--- src/rtl/irq_chain_pkg.sv ---
package irq_chain_pkg;
  localparam int unsigned DEF_NUM_LEVELS = 7;
  localparam int unsigned DEF_ID_W       = 8;

  typedef enum logic [1:0] {
    ST_IDLE    = 2'd0,
    ST_RESPOND = 2'd1,
    ST_PASS    = 2'd2
  } ack_state_t;
endpackage

--- src/rtl/irq_req_unit.sv ---
module irq_req_unit #(
  parameter int unsigned NUM_LEVELS = 7,
  parameter int unsigned LVL_W      = 3
) (
  input  logic                  clk,
  input  logic                  rst_n,
  input  logic [LVL_W-1:0]      cfg_level,
  input  logic                  raise_valid,
  output logic                  raise_ready,
  input  logic                  ack_clear,
  output logic                  pending,
  output logic [NUM_LEVELS-1:0] irq_n
);
  logic pending_q;

  always_ff @(posedge clk) begin
    if (!rst_n)                         pending_q <= 1'b0;
    else if (ack_clear)                 pending_q <= 1'b0;
    else if (raise_valid && !pending_q) pending_q <= 1'b1;
  end

  assign pending     = pending_q;
  assign raise_ready = !pending_q;

  for (genvar g = 0; g < NUM_LEVELS; g++) begin : g_line
    assign irq_n[g] = !(pending_q && (cfg_level == LVL_W'(g + 1)));
  end

  assert_accept_blocks_R3: assert property (@(posedge clk) disable iff (!rst_n)
    (raise_valid && raise_ready && !ack_clear) |=> !raise_ready);

  assert_one_line_R2: assert property (@(posedge clk) disable iff (!rst_n)
    $countones(~irq_n) <= 1);

  assert_release_R5: assert property (@(posedge clk) disable iff (!rst_n)
    ack_clear |=> (&irq_n));
endmodule

--- src/rtl/irq_ack_fsm.sv ---
module irq_ack_fsm
  import irq_chain_pkg::*;
#(
  parameter int unsigned LVL_W = 3
) (
  input  logic             clk,
  input  logic             rst_n,
  input  logic             as_n,
  input  logic             iack_in_n,
  input  logic [LVL_W-1:0] addr_lvl,
  input  logic [LVL_W-1:0] cfg_level,
  input  logic             pending,
  output logic             capture,
  output logic             respond,
  output logic             pass
);
  ack_state_t st_q, st_d;
  logic       start, hit;

  assign start = !as_n && !iack_in_n;
  assign hit   = pending && (cfg_level != '0) && (addr_lvl == cfg_level);

  always_comb begin
    st_d    = st_q;
    capture = 1'b0;
    unique case (st_q)
      ST_IDLE: if (start) begin
        if (hit) begin
          st_d    = ST_RESPOND;
          capture = 1'b1;
        end else begin
          st_d = ST_PASS;
        end
      end
      ST_RESPOND, ST_PASS: if (as_n) st_d = ST_IDLE;
      default: st_d = ST_IDLE;
    endcase
  end

  always_ff @(posedge clk) begin
    if (!rst_n) st_q <= ST_IDLE;
    else        st_q <= st_d;
  end

  assign respond = (st_q == ST_RESPOND);
  assign pass    = (st_q == ST_PASS);

  assert_exclusive_R6: assert property (@(posedge clk) disable iff (!rst_n)
    !(respond && pass));

  assert_exit_R8: assert property (@(posedge clk) disable iff (!rst_n)
    ((respond || pass) && as_n) |=> (!respond && !pass));

  assert_resp_needs_req_R4: assert property (@(posedge clk) disable iff (!rst_n)
    (!respond && !pass && start && !pending) |=> pass);
endmodule

--- src/rtl/irq_id_driver.sv ---
module irq_id_driver #(
  parameter int unsigned ID_W = 8
) (
  input  logic            clk,
  input  logic            rst_n,
  input  logic            capture,
  input  logic            respond,
  input  logic [ID_W-1:0] cfg_status_id,
  output logic [ID_W-1:0] data_out,
  output logic            data_oe,
  output logic            dtack_n
);
  logic [ID_W-1:0] id_q;

  always_ff @(posedge clk) begin
    if (!rst_n)       id_q <= '0;
    else if (capture) id_q <= cfg_status_id;
  end

  assign data_oe  = respond;
  assign dtack_n  = !respond;
  assign data_out = respond ? id_q : '0;

  assert_id_stable_R4: assert property (@(posedge clk) disable iff (!rst_n)
    (data_oe && $past(data_oe)) |-> $stable(data_out));

  assert_capture_R4: assert property (@(posedge clk) disable iff (!rst_n)
    capture |=> (data_out == $past(cfg_status_id)));
endmodule

--- src/rtl/irq_chain_node.sv ---
module irq_chain_node
  import irq_chain_pkg::*;
#(
  parameter int unsigned NUM_LEVELS = DEF_NUM_LEVELS,
  parameter int unsigned ID_W       = DEF_ID_W,
  localparam int unsigned LVL_W     = $clog2(NUM_LEVELS + 1)
) (
  input  logic                  clk,
  input  logic                  rst_n,
  input  logic [LVL_W-1:0]      cfg_level,
  input  logic [ID_W-1:0]       cfg_status_id,
  input  logic                  raise_valid,
  output logic                  raise_ready,
  output logic [NUM_LEVELS-1:0] irq_n,
  input  logic                  as_n,
  input  logic [LVL_W-1:0]      addr_lvl,
  input  logic                  iack_in_n,
  output logic                  iack_out_n,
  output logic [ID_W-1:0]       data_out,
  output logic                  data_oe,
  output logic                  dtack_n
);
  logic pending, capture, respond, pass;

  irq_req_unit #(.NUM_LEVELS(NUM_LEVELS), .LVL_W(LVL_W)) u_req (
    .clk(clk), .rst_n(rst_n), .cfg_level(cfg_level),
    .raise_valid(raise_valid), .raise_ready(raise_ready),
    .ack_clear(capture), .pending(pending), .irq_n(irq_n)
  );

  irq_ack_fsm #(.LVL_W(LVL_W)) u_fsm (
    .clk(clk), .rst_n(rst_n), .as_n(as_n), .iack_in_n(iack_in_n),
    .addr_lvl(addr_lvl), .cfg_level(cfg_level), .pending(pending),
    .capture(capture), .respond(respond), .pass(pass)
  );

  irq_id_driver #(.ID_W(ID_W)) u_id (
    .clk(clk), .rst_n(rst_n), .capture(capture), .respond(respond),
    .cfg_status_id(cfg_status_id), .data_out(data_out),
    .data_oe(data_oe), .dtack_n(dtack_n)
  );

  // token leaves only during a pass, and only while strobe and token-in are low
  assign iack_out_n = !(pass && !as_n && !iack_in_n);

  assert_gate_strobe_R7: assert property (@(posedge clk) disable iff (!rst_n)
    (as_n || iack_in_n) |-> iack_out_n);

  assert_keep_token_R4: assert property (@(posedge clk) disable iff (!rst_n)
    !dtack_n |-> iack_out_n);

  assert_oe_zero_R10: assert property (@(posedge clk) disable iff (!rst_n)
    !data_oe |-> (data_out == '0));
endmodule

--- config.mk ---
export PLATFORM = sky130hd
export DESIGN_NAME = irq_chain_node
export DESIGN_NICKNAME = d
export VERILOG_FILES = /design/src/rtl/irq_chain_pkg.sv /design/src/rtl/irq_req_unit.sv /design/src/rtl/irq_ack_fsm.sv /design/src/rtl/irq_id_driver.sv /design/src/rtl/irq_chain_node.sv
export SDC_FILE = /design/constraint.sdc
export NUM_CORES = 1
export LEC_CHECK = 0
export BUFFER_PORTS_ARGS = -buffer_cell sky130_fd_sc_hd__buf_2
export CORE_ASPECT_RATIO = 1.1
export CORE_MARGIN = 2
export CORE_UTILIZATION = 35
export DETAILED_ROUTE_END_ITERATION = 8
export HOLD_SLACK_MARGIN = 0.1
export SETUP_SLACK_MARGIN = 0.1
export SLEW_MARGIN = 20
export SYNTH_ARGS = -nofsm -noshare
export SYNTH_HDL_FRONTEND = slang
export SYNTH_HIERARCHICAL = 1
export SYNTH_SLANG_ARGS = --single-unit
--- constraint.sdc ---
create_clock -name clk -period 2.25 [get_ports clk]
set_input_delay 0.1125 -clock clk [delete_from_list [all_inputs] [get_ports clk]]
set_output_delay 0.1125 -clock clk [all_outputs]
set_load 0.02 [all_outputs]
==> metrics.txt, run 1 <==
critical setup path kind=reg -> reg; Fin Clk Skew=0.00331 ns; setup TNS=0 ns; unrepaired setup endpoints after global routing=no; Worst EP arrival=roughly 1.8 ns; Max transition margin=between 70% and 80%; vias per inst=4.58; DP HPWL=1.17 mm; sequential cell area fraction in the yosys report=between 30% and 40%; Resized cells post-CTS=0; Synthesis Warnings=6; CTS Buf Count=3; H-tree depth=1; worst skew pair latency=around 0.26 ns; share of cells above drive strength 1=39.8%; worst path required time=between 2 and 2.5 ns; post-DR wirelength/cell=between 9 and 10 um; root buf cell=clkbuf_4; Die Y=~51 um; clock buffer depth=2; Final Slew Violations=0; Sw Pwr=0.112 mW; Post-Syn Area=714 um2; Tcrit/Tclk final=73.9%; total congestion overflow=0; Yosys cell types=25; Final Instance Area=951 um2; crit path cell chain=inv_1, ha_1, nor3b_1, nand3_1, nor2_1, buf_4, mux2i_1, nor2b_1; Worst setup EP type=flip-flop; Cells after Synth=78; Worst-path clk slew=0.07 ns; Max FO, Critical Path=9; Hold Fails Final Rpt=0; sequential share of power=approximately half; switching share of power=26.3%; startpoint types=flip-flop; CP max-delay cell=dfxtp_1; Post-synth ARST share=0%; routability cong.=0.686; R2R setup slack=0.59 ns; Syn Nets=100; Hold Buf Count CTS=0; Post-CTS Repair Setup Buffers=0; Synth area leader=dfxtp_1; TritonCTS clock tree=built; max-cap violations=0; DR iter-0 viols=3; total power=between 0.4 and 0.5 mW; die width=47.1 um; largest net degree at the start of global routing=14; Core Rows=17; min Tclk post-route=1.66 ns; syn_area_per_cell=slightly above 9 um2; Detailed Routing Iterations Pass 1=3; clk sinks=11; Commonest cells post-synth=12 x nor2b_1, 11 x dfxtp_1, 8 x and2_1, 8 x mux2i_1, 6 x nand3_1; post-route DRC violation count=0; Layout fillers=226; port bufs=37; WL final=1.42 mm; Vias=669; achievable frequency=601 MHz; Pwr Density=448 nW/um2; Static Leak=0.405 nW; P&R area growth vs syn=33.1%; combinational share of power=22.1%; DRT antenna net count=0; Final nets=141; slowest cell delay on critical path=0.32 ns; initial core utilization=approximately 37%; die area=2420 um2; first-pass GRT wire length=2.44 mm; number of synthesized register bits=11; top-count cell post-synth=nor2b_1; share of the synthesized area in the top cell type=30.8%; Max VDD drop=0.000209 V; hold crit path type=in -> reg; Internal=0.314 mW; core area=1960 um2; io pins=38; diode count=0; clock network fraction of design power=29.6%; Worst-Margin Slew=around 0.33 ns; GRT Resource Usage Total=a little over an eighth; # setup viols final=0; ys flop type=dfxtp_1; vias in the first global route=between 600 and 700; largest cells by area after synthesis=dfxtp_1 31%, mux2i_1 11%, nor2b_1 11%, and2_1 7.0%, ha_1 5.3%; status=finished, final reports clean; Post-synth EDFFs=0; area of placed instances=923 um2; initial antenna violation count=0
-- placed cells by master (no fill, tap or decap), drive strengths merged, types with 3 or more instances in the layout --
cell type	netlist	routed
buf	2	38
nor2b	13	13
dfxtp	11	11
and2	8	8
mux2i	8	8
nand3	6	6
inv	4	4
nor2	4	4
clkbuf	0	3
xnor2	3	3
ha	3	3
-- metal layers --
metal / GRT usage, % / vias up / wire length [um]
li1: - / 345 / -
met5: 0 / - / 0
met4: 2.78 / 0 / 16
met1: 16.5 / 295 / 593
met3: 2.12 / 2 / 100
met2: 23.3 / 27 / 709
-- flip-flops by register name (all words and copies together), names as in the netlist --
| register | flops |
|---|---|
| u_fsm/st_q | 2 |
| u_req/pending | 1 |
| u_id/id_q | 8 |
-- kinds of logic (layout without fill, tap and decap cells) --
logic type	after synthesis	in the layout	share of synthesized area, %
AND/OR/NAND/NOR	40	40	36.1
XOR/XNOR	3	3	3.68
buffers and inverters	6	46	4.73
multiplexers	8	8	11.2
AO/OA/AOI/OAI	7	7	8.23
adder cells (fa/ha/maj)	3	3	5.25
flip-flops	11	11	30.8
-- path summary, 6_finish.rpt --
kind | from | endpoint | cells after the start
max | u_fsm/st_q[0]$_SDFFE_PN0P_ | u_id/id_q[2]$_SDFFE_PN0P_ | 8
min | cfg_status_id[3] | u_id/id_q[3]$_SDFFE_PN0P_ | 3
max reg2reg | u_fsm/st_q[0]$_SDFFE_PN0P_ | u_id/id_q[2]$_SDFFE_PN0P_ | 8
min reg2reg | u_id/id_q[5]$_SDFFE_PN0P_ | u_id/id_q[5]$_SDFFE_PN0P_ | 2
-- power by group through the flow --
| stage | logic, mW | clock network, mW | registers, mW |
|---|---|---|---|
| after floorplan | 0.0588 | 0 | 0.209 |
| after global placement | 0.0940 | 0 | 0.211 |
| after detailed placement | 0.0954 | 0 | 0.211 |
| after CTS | 0.0958 | 0.134 | 0.206 |
| after global routing | 0.105 | 0.146 | 0.208 |
| final | 0.0941 | 0.126 | 0.206 |
-- metrics by stage --
stage / hold WS (ns) / std cells / worst slack (ns) / util (%)
3_5_place_dp: 0.383 / 142 / 0.567 / 47.2
2_1_floorplan: 0.241 / 78 / 0.709 / -
3_3_place_gp: 0.372 / 142 / 0.635 / 47.2
5_1_grt: 0.116 / 146 / 0.351 / 48.6
6_report: 0.112 / 146 / 0.587 / 48.6
4_1_cts: 0.107 / 146 / 0.557 / 48.6
-- cell type report --
cell class	instances	area, um2	share of cell area, %
Inverter	4	15.0	1.58
Clock buffer	3	22.5	2.37
Sequential cell	11	220	23.2
Tap cell	28	35.0	3.68
Multi-Input combinational cell	61	460	48.4
Timing Repair Buffer	38	193	20.3
Clock inverter	1	5.00	0.526
-- worst max-delay path: cells and delay by family (launching register included) --
family                     cells  cell delay, ns
adders and majority gates      1            0.19
and+or+nand+nor                4            0.56
buffers and inverters          2            0.30
DFF                            1            0.32
muxes                          1            0.21
No activity file was read; power rests on OpenSTA's default activity.
==> run 2, diff against run 1 <==
- PLACE_DENSITY: not set -> 0.67
- clock period: 2.25 -> 1.48 ns (I/O delays scaled with it)
==> run 2 against run 1 <==
Compared with the run above: non-clock buffer count is 16 higher; clock-buffer cell count is 1 higher; clock power is 61% higher; largest cell class unchanged; total power is 67% higher; register-to-register slack worse by 0.58 ns; design area is 21% higher; clock skew hardly changed; utilization is 10 points higher; combinational power is 110% higher; maximum frequency is 13% higher; global-route usage is 0.74 points higher; critical path type unchanged.
==> metrics.txt, run 2 (synthesized netlist as in run 1, its figures left out) <==
status=finished, final reports clean; Worst-Margin Slew=0.260 ns (-0.0747 ns); Worst-path clk slew=0.07 ns (about the same); Worst setup EP type=flip-flop; DRT antenna net count=0 (unchanged); unrepaired setup endpoints after global routing=yes; total power=0.713 mW (+67%); Detailed Routing Iterations Pass 1=4 (+1); Static Leak=0.489 nW (+21%); post-DR wirelength/cell=9.69 um (-0.29%); GRT Resource Usage Total=14.0% (+0.74 points); Core Rows=17 (unchanged); die width=47.1 um (unchanged); share of cells above drive strength 1=45.5% (+5.7 points); Final Slew Violations=0 (unchanged); commonest non-fill, non-tap cell in the layout=buf_2; Hold Fails Final Rpt=0 (unchanged); P&R area growth vs syn=60.9%; H-tree depth=1 (unchanged); total congestion overflow=0 (unchanged); post-route DRC violation count=0 (unchanged); WL final=1.57 mm (+11%); achievable frequency=680 MHz (+13%); # setup viols final=0 (unchanged); commonest non-fill, non-tap cells in the layout=36 x buf_2, 12 x nor2b_1, 9 x dlygate4sd3_1, 9 x dfxtp_1; critical setup path kind=reg -> reg; Vias=718 (+7.3%); CTS Buf Count=3 (unchanged); Layout fillers=183 (-19%); DR iter-0 viols=4 (+1); diode count=0 (unchanged); sequential share of power=43.4% (-5.0 points); Largest register FFs=8 (unchanged); hold crit path type=in -> reg; Final Instance Area=1150 um2 (+21%); min Tclk post-route=1.47 ns (-0.192 ns); Sw Pwr=0.191 mW (+70%); final std cells w/o fill=162 (+11%); routability cong.=0.734 (+7.0%); switching share of power=26.8% (+0.46 points); max-cap violations=0 (unchanged); Internal=0.522 mW (+66%); worst skew pair latency=0.26 ns (about the same); first-pass GRT wire length=2.46 mm (+0.86%); DP HPWL=1.16 mm (-0.73%); die area=2420 um2 (unchanged); Max VDD drop=0.000299 V (+43%); vias per inst=4.43 (-3.3%); clk sinks=11 (unchanged); Die Y=51.4 um (unchanged); Max transition margin=82.7% (+5.0 points); vias in the first global route=628 (+3.3%); most flop-heavy register=u_id/id_q; largest net degree at the start of global routing=14 (unchanged); Max FO, Critical Path=8 (-1); io pins=38 (unchanged); initial core utilization=36.5% (unchanged); worst path required time=1.64 ns (-0.76 ns); clock network fraction of design power=28.5% (-1.1 points); port bufs=37 (unchanged); area of placed instances=987 um2 (+6.9%); Final nets=157 (+11%); Tcrit/Tclk final=99.4% (+25 points); Placed Instances=146 (+2.8%); Worst EP arrival=1.63 ns (-0.18 ns); combinational share of power=28.1% (+6.0 points); clock buffer depth=2 (unchanged); storage element area=223 um2 (+1.1%); Fin Clk Skew=0.00306 ns (-0.000246 ns); final hold slack=0.165 ns (+0.0524 ns); initial antenna violation count=0 (unchanged); startpoint types=flip-flop; core area=1960 um2 (unchanged); Pwr Density=620 nW/um2 (+38%); TritonCTS clock tree=built; root buf cell=clkbuf_4; area of the multi-input gates=497 um2 (+7.9%); final core utilization=58.8% (+10 points)
## run 2: cell count changes in the layout (fill, tap and decap cells not counted), moves of 2 or more
cell / delta
buf_4: +6
inv_2: +2
dfxtp_2: +2
inv_1: -2
dfxtp_1: -2
dlygate4sd3_1: +9
## run 2: final timing paths
path	slack (ns)	startpoint	end	cells after the start
setup / recovery	0.009	u_fsm/st_q[0]$_SDFFE_PN0P_	u_id/id_q[0]$_SDFFE_PN0P_	8
hold / removal	0.16	rst_n	u_id/id_q[1]$_SDFFE_PN0P_	2
setup reg to reg	0.009	u_fsm/st_q[0]$_SDFFE_PN0P_	u_id/id_q[0]$_SDFFE_PN0P_	8
hold reg to reg	0.51	u_id/id_q[6]$_SDFFE_PN0P_	u_id/id_q[6]$_SDFFE_PN0P_	2
## run 2: layout make-up
class                   count  area share (%)
clock buffers               4            2.29
inverters                   4            1.31
multi-input cells          61            43.2
flip-flops and latches     11            19.4
well taps                  28            3.05
repair buffers             54            30.8
## run 2: worst max-delay path, stage by stage, from the launching register on
cell and delay, ns:
dfxtp_2 0.32, inv_2 0.07, ha_4 0.14, nor3b_4 0.19
nand3_2 0.11, nor2_4 0.14, buf_12 0.14, mux2i_1 0.19
nor2b_1 0.06
## run 2: power by group through the flow
stage               Sequential (mW)  Combinational [mW]  Clock (mW)
floorplan                     0.319              0.0980           0
global placement              0.316               0.166           0
detailed placement            0.316               0.169           0
CTS                           0.309               0.195       0.209
global route                  0.310               0.220       0.223
finish                        0.309               0.200       0.203
## run 2: per-stage QoR
stage	TNS (ns)	setup WS, ns
finish	0	0.00882
detailed placement	-0.133	-0.0343
CTS	-0.0220	-0.0192
floorplan	0	0.0538
global route	-0.792	-0.110
global placement	0	0.00645
## run 2: timing repair
item	CTS	global route
hold buffers	9	0
pin swaps	3	2
gates resized for setup	4	2
setup buffers	1	2
endpoints found under the setup margin	12	19
hold endpoints to repair	9	0
## run 2: routing by layer
layer	routed length, um	GRT usage, %	part of all wire, %
met1	676	15.1	43
met2	775	25.1	49
met3	102	1.06	6.5
met4	16	8.33	1.0
met5	0	0	0
==> run 3, diff against run 2 <==
- CORE_UTILIZATION: 35 -> 37
- PLACE_DENSITY: 0.67 -> 0.71
==> run 3 against run 2 <==
Compared with the run above: the run now ends with setup timing left; combinational power rose by 5%; clock-buffer cell count did not move; critical endpoint is now iack_out_n; largest power group unchanged; clock skew barely moved; largest cell class unchanged.
==> metrics.txt, run 3 (synthesized netlist as in run 1, its figures left out) <==
first-pass GRT wire length=2.96 mm (+20%); clock buffer depth=2 (unchanged); combinational share of power=29.1% (+1.0 points); sequential share of power=43.2% (-0.2 points); most flop-heavy register=u_id/id_q; core area=1800 um2 (-7.9%); Largest register FFs=8 (unchanged); die area=2300 um2 (-5.0%); GRT Resource Usage Total=16.8% (+2.8 points); DR iter-0 viols=16 (+12); largest net degree at the start of global routing=14 (unchanged); slowest cell delay on critical path=0.36 ns (+0.04 ns); Internal=0.527 mW (+1.0%); Placed Instances=136 (-6.8%); Core Rows=16 (-1); Worst EP arrival=1.42 ns (-0.21 ns); CTS Buf Count=3 (unchanged); setup TNS=-0.0108 ns (-0.0108 ns); Pwr Density=621 nW/um2 (+0.25%); root buf cell=clkbuf_4; Worst-path clk slew=0.07 ns (about the same); initial core utilization=39.7% (+3.1 points); vias in the first global route=756 (+20%); hold crit path type=in -> reg; achievable frequency=671 MHz (-1.3%); Final Worst Setup Slack=-0.0108 ns (-0.0196 ns); worst path required time=1.41 ns (-0.23 ns); Fin Clk Skew=0.00322 ns (+0.000155 ns); io pins=38 (unchanged); Buffers & Inverters on Critical Path=3 (+1); Max VDD drop=0.000434 V (+45%); # setup viols final=1 (+1); TritonCTS clock tree=built; crit path cell chain=inv_2, buf_4, ha_1, or3b_1, buf_6; post-DR wirelength/cell=11.1 um (+15%); die width=45.9 um (-2.5%); post-route DRC violation count=0 (unchanged); final std cells w/o fill=153 (-5.6%); total power=0.718 mW (+0.80%); switching share of power=26.6% (-0.16 points); Worst setup EP type=output port; clock network fraction of design power=27.7% (-0.8 points); P&R area growth vs syn=61.8%; max-cap violations=0 (unchanged); share of cells above drive strength 1=47.4% (+1.9 points); port bufs=37 (unchanged); Detailed Routing Iterations Pass 1=4 (unchanged); commonest non-fill, non-tap cell in the layout=buf_2; Die Y=50.1 um (-2.5%); unrepaired setup endpoints after global routing=yes; clk sinks=11 (unchanged); commonest non-fill, non-tap cells in the layout=36 x buf_2, 12 x nor2b_1, 9 x dfxtp_1; area of placed instances=975 um2 (-1.3%); DRT antenna net count=0 (unchanged); Hold Fails Final Rpt=0 (unchanged); diode count=0 (unchanged); min Tclk post-route=1.49 ns (+0.0196 ns); vias per inst=4.87 (+9.9%); routability cong.=0.736 (+0.29%); CP delay by family, top=simple AND/OR/NAND/NOR gates; CP max-delay cell=or3b_1; status=finished with violations; Final Instance Area=1160 um2 (+0.54%); Vias=745 (+3.8%); WL final=1.70 mm (+8.5%); violated checks=setup timing; storage element area=223 um2 (unchanged); Worst-Margin Slew=0.203 ns (-0.0564 ns); Max FO, Critical Path=2 (-6); Layout fillers=156 (-15%); worst skew pair latency=0.26 ns (about the same); Final Slew Violations=0 (unchanged); Sw Pwr=0.191 mW (+0.20%); Max transition margin=86.4% (+3.7 points); Static Leak=0.496 nW (+1.3%); DP HPWL=1.32 mm (+13%); final hold slack=0.150 ns (-0.0141 ns); critical setup path kind=reg -> out; initial antenna violation count=0 (unchanged); final core utilization=64.2% (+5.4 points); Tcrit/Tclk final=101% (+1.3 points); area of the multi-input gates=499 um2 (+0.50%); post-placement setup slack=-0.0482 ns (-0.0139 ns); startpoint types=flip-flop; Final nets=158 (+0.64%); H-tree depth=1 (unchanged); total congestion overflow=0 (unchanged)
## run 3: cell count changes in the layout (fill, tap and decap cells not counted), sizes merged
cell / change
dlygate4sd3: -1
buf: +2
## run 3: layout make-up
cell class | instances | share of cell area, %
multi-input combinational | 61 | 43.2
sequential | 11 | 19.3
inverter | 4 | 1.30
tap | 18 | 1.95
clock buffer | 4 | 2.27
timing repair buffer | 55 | 32.0
## run 3: power by group through the flow
stage | registers, mW | clock network, mW | logic, mW
after floorplan | 0.319 | 0 | 0.0980
after global placement | 0.316 | 0 | 0.168
after detailed placement | 0.317 | 0 | 0.173
after CTS | 0.310 | 0.207 | 0.202
after global routing | 0.311 | 0.226 | 0.230
final | 0.310 | 0.199 | 0.209
## run 3: worst paths after layout
| path | from | end | slack (ns) | cells after the start |
|---|---|---|---|---|
| worst max-delay path | u_fsm/st_q[0]$_SDFFE_PN0P_ | iack_out_n | -0.01 | 5 |
| worst min-delay path | raise_valid | u_req/pending$_SDFFE_PP0P_ | 0.15 | 3 |
| worst max register to register | u_fsm/st_q[1]$_SDFFE_PN0P_ | u_req/pending$_SDFFE_PP0P_ | 0 | 10 |
| worst min register to register | u_id/id_q[3]$_SDFFE_PN0P_ | u_id/id_q[3]$_SDFFE_PN0P_ | 0.51 | 2 |
## run 3: metal layers
layer | GRT usage [%] | wire (um)
met1 | 19.9 | 746
met2 | 29.4 | 850
met3 | 3.30 | 106
met4 | 4.76 | 0
met5 | 0 | 0
## run 3: worst reg2reg max path, delay by kind of cell, from the launching register on
kind                       cells  cell delay (ns)
and+or+nand+nor                4             0.48
buffers and inverters          5             0.43
DFF                            1             0.33
adders and majority gates      1             0.14
## run 3: what timing repair did
item	in CTS	in global routing
hold endpoints to repair	8	0
hold buffers	8	0
setup buffers	3	2
resized for setup	6	4
setup endpoints to repair	17	19
pin swaps	3	1
